`src/rtl/alu_cc_pkg.sv`:
```
package alu_cc_pkg;

  localparam int ALU_FN_W = 2;
  localparam int JMP_FN_W = 4;

  typedef enum logic [ALU_FN_W-1:0] {
    ALU_ADD = 2'd0,
    ALU_SUB = 2'd1,
    ALU_AND = 2'd2,
    ALU_XOR = 2'd3
  } alu_fn_e;

  typedef enum logic [JMP_FN_W-1:0] {
    JC_ALWAYS = 4'd0,
    JC_LE     = 4'd1,
    JC_LT     = 4'd2,
    JC_EQ     = 4'd3,
    JC_NE     = 4'd4,
    JC_GE     = 4'd5,
    JC_GT     = 4'd6
  } jmp_cond_e;

  typedef struct packed {
    logic of;
    logic zf;
    logic sf;
  } cc_t;

  localparam cc_t CC_RESET = '{of: 1'b0, zf: 1'b1, sf: 1'b0};

endpackage

```
`src/rtl/alu_core.sv`:
```
module alu_core
  import alu_cc_pkg::*;
#(
  parameter int WIDTH = 32
) (
  input  logic [WIDTH-1:0]    op_a,
  input  logic [WIDTH-1:0]    op_b,
  input  logic [ALU_FN_W-1:0] fn,
  output logic [WIDTH-1:0]    result,
  output cc_t                 next_cc
);

  localparam int MSB = WIDTH - 1;

  alu_fn_e          fn_e;
  logic             is_sub;
  logic [WIDTH-1:0] addend;
  logic [WIDTH-1:0] sum;
  logic             arith_ovf;

  assign fn_e   = alu_fn_e'(fn);
  assign is_sub = (fn_e == ALU_SUB);

  // One adder serves both add and subtract: b - a = b + ~a + 1.
  assign addend = is_sub ? ~op_a : op_a;
  assign sum    = op_b + addend + WIDTH'(is_sub);

  // Signed overflow: equal-signed inputs to the adder, result sign differs.
  assign arith_ovf = (op_b[MSB] == addend[MSB]) && (sum[MSB] != op_b[MSB]);

  always_comb begin
    unique case (fn_e)
      ALU_ADD, ALU_SUB: result = sum;
      ALU_AND:          result = op_b & op_a;
      ALU_XOR:          result = op_b ^ op_a;
      default:          result = '0;
    endcase
  end

  always_comb begin
    next_cc.zf = ~|result;
    next_cc.sf = result[MSB];
    next_cc.of = (fn_e == ALU_ADD || fn_e == ALU_SUB) ? arith_ovf : 1'b0;
  end

endmodule

```
`src/rtl/cc_reg.sv`:
```
module cc_reg
  import alu_cc_pkg::*;
(
  input  logic clk,
  input  logic rst,
  input  logic load,
  input  cc_t  d,
  output cc_t  q
);

  always_ff @(posedge clk) begin
    if (rst) begin
      q <= CC_RESET;
    end else if (load) begin
      q <= d;
    end
  end

endmodule

```
`src/rtl/branch_eval.sv`:
```
module branch_eval
  import alu_cc_pkg::*;
(
  input  cc_t                 cc,
  input  logic [JMP_FN_W-1:0] jmp_fn,
  output logic                take
);

  logic lt;
  logic le;

  assign lt = cc.sf ^ cc.of;
  assign le = lt | cc.zf;

  always_comb begin
    case (jmp_cond_e'(jmp_fn))
      JC_ALWAYS: take = 1'b1;
      JC_LE:     take = le;
      JC_LT:     take = lt;
      JC_EQ:     take = cc.zf;
      JC_NE:     take = ~cc.zf;
      JC_GE:     take = ~lt;
      JC_GT:     take = ~le;
      default:   take = 1'b0;
    endcase
  end

endmodule

```
`src/rtl/alu_branch_unit.sv`:
```
module alu_branch_unit
  import alu_cc_pkg::*;
#(
  parameter int WIDTH = 32
) (
  input  logic             clk,
  input  logic             rst,
  input  logic [WIDTH-1:0] op_a,
  input  logic [WIDTH-1:0] op_b,
  input  logic [1:0]       alu_fn,
  input  logic             set_cc,
  input  logic [3:0]       jmp_fn,
  output logic [WIDTH-1:0] result,
  output logic             cc_zf,
  output logic             cc_sf,
  output logic             cc_of,
  output logic             take_branch
);

  cc_t next_cc;
  cc_t stored_cc;

  alu_core #(.WIDTH(WIDTH)) u_core (
    .op_a    (op_a),
    .op_b    (op_b),
    .fn      (alu_fn),
    .result  (result),
    .next_cc (next_cc)
  );

  cc_reg u_cc (
    .clk  (clk),
    .rst  (rst),
    .load (set_cc),
    .d    (next_cc),
    .q    (stored_cc)
  );

  branch_eval u_br (
    .cc     (stored_cc),
    .jmp_fn (jmp_fn),
    .take   (take_branch)
  );

  assign cc_zf = stored_cc.zf;
  assign cc_sf = stored_cc.sf;
  assign cc_of = stored_cc.of;

endmodule

```
`config.mk`:
```
export PLATFORM = sky130hd
export DESIGN_NAME = alu_branch_unit
export DESIGN_NICKNAME = d
export VERILOG_FILES = /design/src/rtl/alu_cc_pkg.sv /design/src/rtl/alu_core.sv /design/src/rtl/cc_reg.sv /design/src/rtl/branch_eval.sv /design/src/rtl/alu_branch_unit.sv
export SDC_FILE = /design/constraint.sdc
export NUM_CORES = 1
export LEC_CHECK = 0
export ABC_CLOCK_PERIOD_IN_PS = 5200
export CAP_MARGIN = 20
export CORE_ASPECT_RATIO = 1.5
export CORE_MARGIN = 1
export CORE_UTILIZATION = 50
export CTS_BUF_LIST = sky130_fd_sc_hd__clkbuf_4
export CTS_CLUSTER_SIZE = 8
export DETAILED_ROUTE_END_ITERATION = 8
export HOLD_SLACK_MARGIN = 0.06
export PLACE_DENSITY_LB_ADDON = 0.12
export SLEW_MARGIN = 20
export SYNTH_ARGS = -nofsm -noshare
export SYNTH_HDL_FRONTEND = slang
export SYNTH_SLANG_ARGS = --single-unit
```
`constraint.sdc`:
```
create_clock -name clk -period 5.2 [get_ports clk]
set_clock_uncertainty 0.05 [all_clocks]
set_input_delay 0.78 -clock clk [delete_from_list [all_inputs] [get_ports clk]]
set_output_delay 0.78 -clock clk [all_outputs]
set_load 0.03 [all_outputs]
```
# == After elaboration in Yosys (flattened, before gate mapping) ==
# Index checks and enable logic that the tools add are counted.
# totals
regBits,3
latch_bits,0
mem_bits_rw,0
rom_bits,0
inputBits,73
wordCells,35
n_memories,0
# op_classes
add_sub_neg,2
n_mul,0
div,0
order_cmp,0
eq_ne,11
shifts,0
muxes,4
bitwise,8
reduce_logical,7
# ops
cell,n
32-bit case mux with 3 select lines,1
32-bit by 1-bit adder with 32-bit output,1
32-bit adder,1
32-bit AND,1
32-bit two-way mux,1
32-bit NOT,1
32-bit OR reduction,1
32-bit XOR,1
"4-bit by 3-bit == test with 1-bit output, second input constant",3
"4-bit by 2-bit == test with 1-bit output, second input constant",2
1-bit case mux with 7 select lines,1
"2-bit == test, second input constant",2
"4-bit by 1-bit == test with 1-bit output, second input constant",1
4-bit zero test,1
1-bit NOT,3
"2-bit by 1-bit == test with 1-bit output, second input constant",1
2-bit zero test,1
2-bit OR reduction,1
1-bit == test,1
1-bit logical AND,1
1-bit zero test,1
1-bit logical OR,1
1-bit two-way mux,1
1-bit != test,1
other kinds (2),2

# == Depth between registers and ports, before layout ==
# Gate-level depths: netlist of run 1.
# depth
ltp_word,7
depth_mapped,16
ltp_nobuf,14

# == By module ==
# A second synthesis of run 1 with hierarchy kept.
# unflattened
cells_unflattened,513
hier_area_um2,3742.3
# modules_own_cells
module,n_inst,cells_per_inst,area_each_um2,seq_area_each_um2
alu_core,1,494,3558.4,0.0
cc_reg,1,9,102.6,60.1
branch_eval,1,10,81.3,0.0

# == Worst setup path after synthesis of run 1 ==
# Ideal clock, no wire load.
# synth_timing
path_kind,input to output
startpoint,in alu_fn[1]
endpoint,out result[30]
arrival_time_ns,3.993
required_time_ns,4.370
path_slack_ns,0.377
cell_stages,14
path_buffers,3
cell_sequence,nand2b_1 -> clkbuf_1 -> clkbuf_1 -> xnor2_1 -> ha_1 -> buf_2 -> nand4_1 -> or4_1 -> a211o_1 -> nand2_1 -> o311a_1 -> o41ai_1 -> xor2_1 -> mux2i_1
# synth_via
elab_chain_cells,5
# synth_rtl
item,line_no,rtl
start: declaration,alu_branch_unit.sv:10,"input logic [1:0] alu_fn,"
2-bit by 1-bit == test with 1-bit output,"alu_core.sv:22, alu_core.sv:32",
32-bit two-way mux,alu_core.sv:25,assign addend = is_sub ? ~op_a : op_a;
32-bit adder,alu_core.sv:26,assign sum = op_b + addend + WIDTH'(is_sub);
32-bit by 1-bit adder with 32-bit output,alu_core.sv:26,
32-bit case mux with 3 select lines *,alu_core.sv:32,unique case (fn_e)
end: declaration,alu_branch_unit.sv:13,"output logic [WIDTH-1:0] result,"
# Every way passes the cells marked *; elsewhere a longest branch is shown, timed or not.

# == Worst setup path after layout of run 1 ==
# layout_timing
startpoint,in alu_fn[1]
endpoint,out result[31]
# Same word-level chain as after synthesis.

==> results.toml, run 1 <==
[status]
status = "finished, final reports clean"

[routing]
routed_via_density = 6.15
via_count = 4335
drt_wl_total_um = 12300
drc_errors = 0
wl_per_cell_um = 17.4
drt_first_pass_iters = 4
ant_nets = 0
initialDrtViolationCount = 235

[setup_path]
criticalPathCategory = "in -> out"
crit_fanout = 15
cp-end-kind = "output pin"
cpPeakStageDelay_ps = 520
crit_arrival_ps = 4110
path_buf_inv = 3
start_kind = "input port"
crit_required_ps = 4370
slowest_stage = "or4b_1"
crit_family = "compound AO/OA/AOI/OAI gates"
path_cells = "buf_2 > nand2b_2 > buf_4 > xnor2_1 > ha_1 > a21oi_1 > o21ai_0 > o21ai_0 > a2111oi_0 > or4b_1 > a31o_2 > xnor2_1 > a21o_1 > buf_4"

[logic_synthesis]
synth-edff-count = 0
ys_seq_elements = 3
synthSimpleGateAreaFrac_pct = 23.1
yosysUniqueCellTypes = 68
synth_compound_area_share_pct = 29.2
synthArstFlopShare_pct = 0
synthCells = 513
synth.net_count = 650
synth_area_leader_cell = "ha_1"
synthMuxAreaShare_pct = 7.01
synthTopCellsByArea = "ha_1 (21%), xnor2_1 (9.9%), a21oi_1 (4.9%), nand2_1 (4.7%), mux2i_1 (4.6%)"
synth_common_cells = "ha_1 (63), nand2_1 (46), xnor2_1 (42)"
yosysTopAreaCellShare_pct = 21.2
synth_top_family_by_area = "compound AO/OA/AOI/OAI gates"
synth_most_common_cell = "ha_1"
synth.avg_cell_area_um2 = 7.24
yosys_warnings = 0
synth-main-ff-cell = "dfxtp_1"
synth_seq_area_share_pct = 1.62
syn-cell-area_um2 = 3710
synthAdderAreaFrac_pct = 21.8
synth-xor-area-share_pct = 12.0

[clock_network]
cts.sinks = 3
cts_resized = 0
cts_tree = "yes"
htreeDepth = 1
numCtsBuffers = 3
root_buffer = "clkbuf_4"
clkTransAtPathRegs_ps = 40
cts_buffer_depth = 2
insertion_delay_ps = 230
post_cts.repair.setup_buffers = 0
hold_buffers = 0

[sta]
setup_ws_ps = 263
clock.fmax_ghz = 0.203
drv_slew = 0
setup_tns_ps = 0
finalHoldViolCount = 0
slew-limit-headroom_pct = 55.8
fin_crit_sh_pct = 94.9
rsz0062_at_grt = "no"
tightestPinTransition_ps = 655
timing.final.crit_period_ps = 4940
setup_violations = 0

[die]
fp.dieW_um = 72.4
dieHeight_um = 108
coreArea_um2 = 7230
die_area_um2 = 7780
io_pins = 109
initial_core_util_pct = 51.4
rows = 38

[final_layout]
multi_input_area_um2 = 3460
top_regs = "u_cc.q: 3 flops"
fin_nets = 743
layout-drive-gt1-share_pct = 10.6
stdcell_count = 705
fillers = 669
largest_register_ffs = 3
diodes = 0
regArea_um2 = 60.1
regMostFlops = "u_cc.q"
synthToLayoutAreaGrowth_pct = 32.3

[power_and_ir_drop]
ir_worst_vdd_v = 0.000125
leakage_nw = 2.10
powerDensity_nw_per_um2 = 189

[global_routing]
grt_pass1_vias = 4216
grtUsageTotal_pct = 30.7
grt_max_degree = 59
grt_pass1_wl_um = 19100
grt_overflow = 0
antenna_found_initial = 0

[hold_path]
hp-class = "reg -> reg"

[placement]
gp_congestion = 0.964
pre_cts_ws_ps = 186
dp_cells = 701
portBuffers = 108
hpwl_um = 10000

[flow_run]
maxCapViolCount = 0
-- power by group --
group | internal [mW] | total (mW) | switching, mW
Clock | 0.0340 | 0.0467 | 0.0127
Sequential | 0.0248 | 0.0263 | 0.00153
Combinational | 0.369 | 0.854 | 0.485
-- per-stage QoR --
step	hold WS (ps)	util [%]	power, mW	area [um2]
after floorplan	572	-	0.565	3710
after global placement	452	67.5	0.860	4880
after detailed placement	464	67.5	0.870	4880
after CTS	495	67.9	0.923	4910
after global routing	520	67.9	0.995	4910
final	490	67.9	0.927	4910
-- path summary, 6_finish.rpt --
check	start	endpoint	slack, ps	cells after the start
worst min register to register	u_cc.q[2]	u_cc.q[2]	490	2
worst min-delay path	u_cc.q[2]	u_cc.q[2]	490	2
worst max-delay path	alu_fn[1]	result[31]	260	14
worst max register to register	u_cc.q[0]	u_cc.q[0]	4460	2
-- cell usage in the layout (no fill, tap or decap), drive strengths merged, types with 5 or more instances in the layout --
cell	count
a211oi	16
a21o	17
a21oi	36
buf	41
clkdlybuf4s50	79
ha	63
inv	15
mux2	8
mux2i	17
nand2	46
nand2b	12
nand3	5
nand4	13
nor2	32
nor2b	7
nor3	12
o211ai	11
o21ai	34
or4	7
xnor2	42
xor2	9
-- worst reg2reg max path, delay by kind of cell (launching register included) --
family	cells	cell delay, ps
DFF	1	360
and+or+nand+nor	2	240
-- metal layers --
metal  vias to the layer above  track usage (%)  share of wire (%)
li1                       2124                -                  -
met1                      2021             31.2                 38
met2                       159             62.2                 55
met3                        31             1.22                3.8
met4                         0             13.3                3.5
met5                         -                0                  0
-- cells by family (layout without fill, tap and decap cells) --
logic type,count (synthesis),count (layout)
xor gates and xnor gates,51,51
DFF,3,3
buffers and inverters,47,139
and+or+nand+nor,163,163
AOI/OAI and AO/OA,160,160
muxes,25,25
adders and majority gates,64,64
-- layout make-up --
type                       instances  share of cell area, %
inverter                          15                   1.15
clock buffer                       4                  0.612
multi-input combinational        463                   70.4
tap                              100                   2.55
timing repair buffer             120                   24.1
sequential                         3                   1.22
Power figures use the tool's default switching activity.
==> run 2: changes to the inputs <==
- MAX_ROUTING_LAYER: unset -> met4
==> results.toml, run 2 (synthesized netlist as in run 1, its figures left out) <==
[final_layout]
final_common_cell = "clkdlybuf4s50_1"
final_cell_mix = "clkdlybuf4s50_1 (79), ha_1 (63), nand2_1 (46), xnor2_1 (42), a21oi_1 (36)"
fillers = 659
fin_nets = 743
layout-drive-gt1-share_pct = 10.6
largest_register_ffs = 3
regMostFlops = "u_cc.q"
top_regs = "u_cc.q: 3 flops"
synthToLayoutAreaGrowth_pct = 32.3
diodes = 0

[status]
status = "finished, final reports clean"

[sta]
setup_violations = 0
finalHoldViolCount = 0
holdWs_ps = 491
drv_slew = 0
setup_tns_ps = 0
clock.fmax_ghz = 0.203
rsz0062_at_grt = "no"
tightestPinTransition_ps = 604
timing.final.crit_period_ps = 4940
slew-limit-headroom_pct = 59.3
fin_crit_sh_pct = 94.9

[clock_network]
insertion_delay_ps = 240
clkTransAtPathRegs_ps = 40
root_buffer = "clkbuf_4"
cts.sinks = 3
cts_resized = 0
hold_buffers = 0
post_cts.repair.setup_buffers = 0
cts_buffer_depth = 2
cts_tree = "yes"
htreeDepth = 1
numCtsBuffers = 3

[routing]
via_count = 4317
drt_wl_total_um = 12200
wl_per_cell_um = 17.3
ant_nets = 0
drt_first_pass_iters = 5
drc_errors = 0
initialDrtViolationCount = 212
routed_via_density = 6.12

[placement]
portBuffers = 108
hpwl_um = 9920
gp_congestion = 0.981

[global_routing]
grtUsageTotal_pct = 31.7
grt_pass1_wl_um = 19300
grt_pass1_vias = 4310
antenna_found_initial = 0
grt_overflow = 0
grt_max_degree = 59

[setup_path]
crit_arrival_ps = 4110
crit_fanout = 15
criticalPathCategory = "in -> out"
start_kind = "input port"
path_cells = "buf_2 > nand2b_2 > buf_4 > xnor2_1 > ha_1 > a21oi_1 > o21ai_0 > o21ai_0 > a2111oi_0 > or4b_1 > a31o_2 > xnor2_1 > a21o_1 > buf_4"
cpPeakStageDelay_ps = 520
crit_family = "compound AO/OA/AOI/OAI gates"
path_buf_inv = 3
slowest_stage = "or4b_1"
cp-end-kind = "output pin"
crit_required_ps = 4370

[power_and_ir_drop]
leakage_nw = 2.10
power_mw = 0.926
powerDensity_nw_per_um2 = 189
ir_worst_vdd_v = 0.000149

[die]
coreArea_um2 = 7230
initial_core_util_pct = 51.4
die_area_um2 = 7780
dieHeight_um = 108
rows = 38
fp.dieW_um = 72.4
io_pins = 109

[flow_run]
maxCapViolCount = 0

[hold_path]
hp-class = "reg -> reg"
==> run 2: cell counts in the layout (fill, tap and decap cells not counted) <==
Identical to the previous run, type by type.
==> run 2: layout make-up <==
class | instances | area, um2 | share of cell area, %
flip-flops and latches | 3 | 60.1 | 1.22
well taps | 100 | 125 | 2.55
inverters | 15 | 56.3 | 1.15
clock buffers | 4 | 30.0 | 0.612
repair buffers | 120 | 1180 | 24.1
multi-input cells | 463 | 3460 | 70.4
==> run 2: path summary, 6_finish.rpt <==
check | startpoint | to | slack [ps] | cells after the start
setup / recovery | alu_fn[1] | result[31] | 260 | 14
hold / removal | u_cc.q[1] | u_cc.q[1] | 490 | 2
setup reg to reg | u_cc.q[2] | u_cc.q[2] | 4470 | 2
hold reg to reg | u_cc.q[1] | u_cc.q[1] | 490 | 2
==> run 2: stage by stage <==
stage	worst slack (ps)	cells	area [um2]	utilization [%]
final	264	705	4910	67.9
after global placement	172	701	4880	67.5
after detailed placement	152	701	4880	67.5
after CTS	293	705	4910	67.9
after global routing	25.1	705	4910	67.9
after floorplan	377	513	3710	-
==> run 2: power by group <==
group	internal, mW	switching [mW]	leakage [nW]	total [mW]
sequential	0.0247	0.00175	0.0248	0.0265
combinational	0.369	0.483	2.05	0.852
clock	0.0341	0.0141	0.0184	0.0481
total	0.428	0.499	2.10	0.926
==> run 2: worst reg2reg max path, delay by kind of cell (launching register included) <==
family	cells	cell delay [ps]
DFF	1	330
and+or+nand+nor	1	50
AOI/OAI and AO/OA	1	180
==> run 2: metal layers <==
layer,routed length (um),GRT usage (%),share of wire (%)
met3,418,1.78,3.4
met5,0,-,0
met2,6600,61.6,54
met4,519,14.1,4.3
met1,4640,31.6,38
==> run 3: changes to the inputs <==
- ABC_CLOCK_PERIOD_IN_PS: 5200 -> 4540
- CORE_UTILIZATION: 50 -> 30
- GPL_ROUTABILITY_DRIVEN: unset -> 0
- clock period: 5.2 -> 4.54 ns (I/O delays scaled with it)
==> results.toml, run 3 (synthesized netlist as in run 1, its figures left out) <==
[sta]
fin_crit_sh_pct = 97.2
clock.fmax_ghz = 0.227
timing.final.crit_period_ps = 4410
setup_violations = 0
finalHoldViolCount = 0
setup_ws_ps = 125
drv_slew = 0
slew-limit-headroom_pct = 59.2
rsz0062_at_grt = "yes"
tightestPinTransition_ps = 611

[final_layout]
fin_nets = 795
top_regs = "u_cc.q: 3 flops"
synthToLayoutAreaGrowth_pct = 50.7
final_cell_mix = "buf_4 (78), clkdlybuf4s50_1 (75), ha_1 (55), nand2_1 (45), xnor2_1 (39)"
largest_register_ffs = 3
regMostFlops = "u_cc.q"
stdcell_count = 810
layout-drive-gt1-share_pct = 22.2
diodes = 0
post-route-util_pct = 46.5
final_common_cell = "buf_4"

[power_and_ir_drop]
power.switching_mw = 0.604
leakage_nw = 2.41
power_mw = 1.22
internal_power_mw = 0.612
combPwrFrac_pct = 93.0
ir_worst_vdd_v = 0.0000875
seq_power_share_pct = 2.5
p_sw_share_pct = 49.7
clockPowerShare_pct = 4.5
powerDensity_nw_per_um2 = 217

[die]
io_pins = 109
dieHeight_um = 138
fp.dieW_um = 92.8
rows = 49
die_area_um2 = 12800
coreArea_um2 = 12000
initial_core_util_pct = 30.9

[routing]
wl_met2_um = 7430
drt_first_pass_iters = 5
routed_via_density = 5.44
initialDrtViolationCount = 153
ant_nets = 0
drt_wl_total_um = 13000
routedLengthMet1_um = 4870
wl_per_cell_um = 16.1
wl_met3_um = 386
via_count = 4410
topRoutingLayerUsed = "met4"
drc_errors = 0

[placement]
portBuffers = 108
pre_cts_ws_ps = 29.9
dp_cells = 805
hpwl_um = 10900

[setup_path]
cpPeakStageDelay_ps = 550
crit_fanout = 21
slowest_stage = "or4_1"
rr_worst_depth = 2
cp-end-kind = "output pin"
crit_arrival_ps = 3680
path_cells = "buf_2 > nand2b_2 > buf_12 > xnor2_1 > ha_2 > nand4_1 > or4_1 > a211o_1 > nand2_1 > o311a_1 > o41ai_2 > xor2_1 > mux2i_2 > buf_4"
criticalPathCategory = "in -> out"
crit_required_ps = 3810
start_kind = "input port"

[clock_network]
root_buffer = "clkbuf_4"
cts.sinks = 3
cts_buffer_depth = 2
hold_buffers = 0
clkTransAtPathRegs_ps = 40
htreeDepth = 1
cts_tree = "yes"
insertion_delay_ps = 240
numCtsBuffers = 3

[global_routing]
grt_pass1_wl_um = 20800
grt_pass1_vias = 4396
grtUsageTotal_pct = 20.4
antenna_found_initial = 0
grt_overflow = 0
grt_max_degree = 59

[hold_path]
hold_depth = 2
hp-class = "reg -> reg"

[status]
status = "finished, final reports clean"

[flow_run]
maxCapViolCount = 0
## run 3: changes by cell type in the layout (fill, tap and decap cells not counted), sizes merged
cell / before / now
clkdlybuf4s50: 79 / 75
buf: 41 / 97
## run 3: worst paths after layout
| kind | start | to | slack (ps) |
|---|---|---|---|
| min | u_cc.q[0] | u_cc.q[0] | 470 |
| max | alu_fn[1] | result[30] | 130 |
| max reg2reg | u_cc.q[1] | u_cc.q[1] | 3830 |
| min reg2reg | u_cc.q[0] | u_cc.q[0] | 470 |
## run 3: power groups by stage
stage / combinational [mW] / clock [mW] / sequential [mW]
after floorplan: 0.618 / 0 / 0.0339
after global placement: 1.10 / 0 / 0.0307
after detailed placement: 1.11 / 0 / 0.0306
after CTS: 1.11 / 0.0562 / 0.0302
after global routing: 1.23 / 0.0574 / 0.0304
final: 1.13 / 0.0547 / 0.0302
## run 3: through the flow
| step | area (um2) | hold slack, ps | TNS, ps |
|---|---|---|---|
| 6_report | 5590 | 466 | 0 |
| 5_1_grt | 5590 | 512 | -66.7 |
| 4_1_cts | 5490 | 476 | 0 |
| 3_5_place_dp | 5460 | 471 | 0 |
| 3_3_place_gp | 5460 | 448 | 0 |
| 2_1_floorplan | 3730 | 572 | 0 |
## run 3: routing by layer
| metal | vias up | GRT usage [%] |
|---|---|---|
| li1 | 2222 | - |
| met1 | 2065 | 20.4 |
| met2 | 101 | 41.1 |
| met3 | 22 | 0.715 |
| met4 | 0 | 5.99 |
| met5 | - | - |
## run 3: layout make-up
type                    count  area [um2]
inverters                  15        56.3
flip-flops and latches      3        60.1
clock buffers               4        30.0
well taps                 153         191
fillers                  1277        6420
repair buffers            172        1690
multi-input cells         463        3570
## run 3: repair_timing
| action | CTS | global route |
|---|---|---|
| endpoints found under the setup margin | 0 | 7 |
| buffers inserted | 0 | 1 |
| endpoints found under the hold margin | 0 | 0 |
| resized for setup | 0 | 24 |
## run 3: critical path, delay by kind of cell
kind            cells  cell delay, ps
mux                 1             200
xor+xnor            2             300
compound gates      3             570
simple gates        4            1040
fa+ha+maj           1             390
buf+inv             3             500
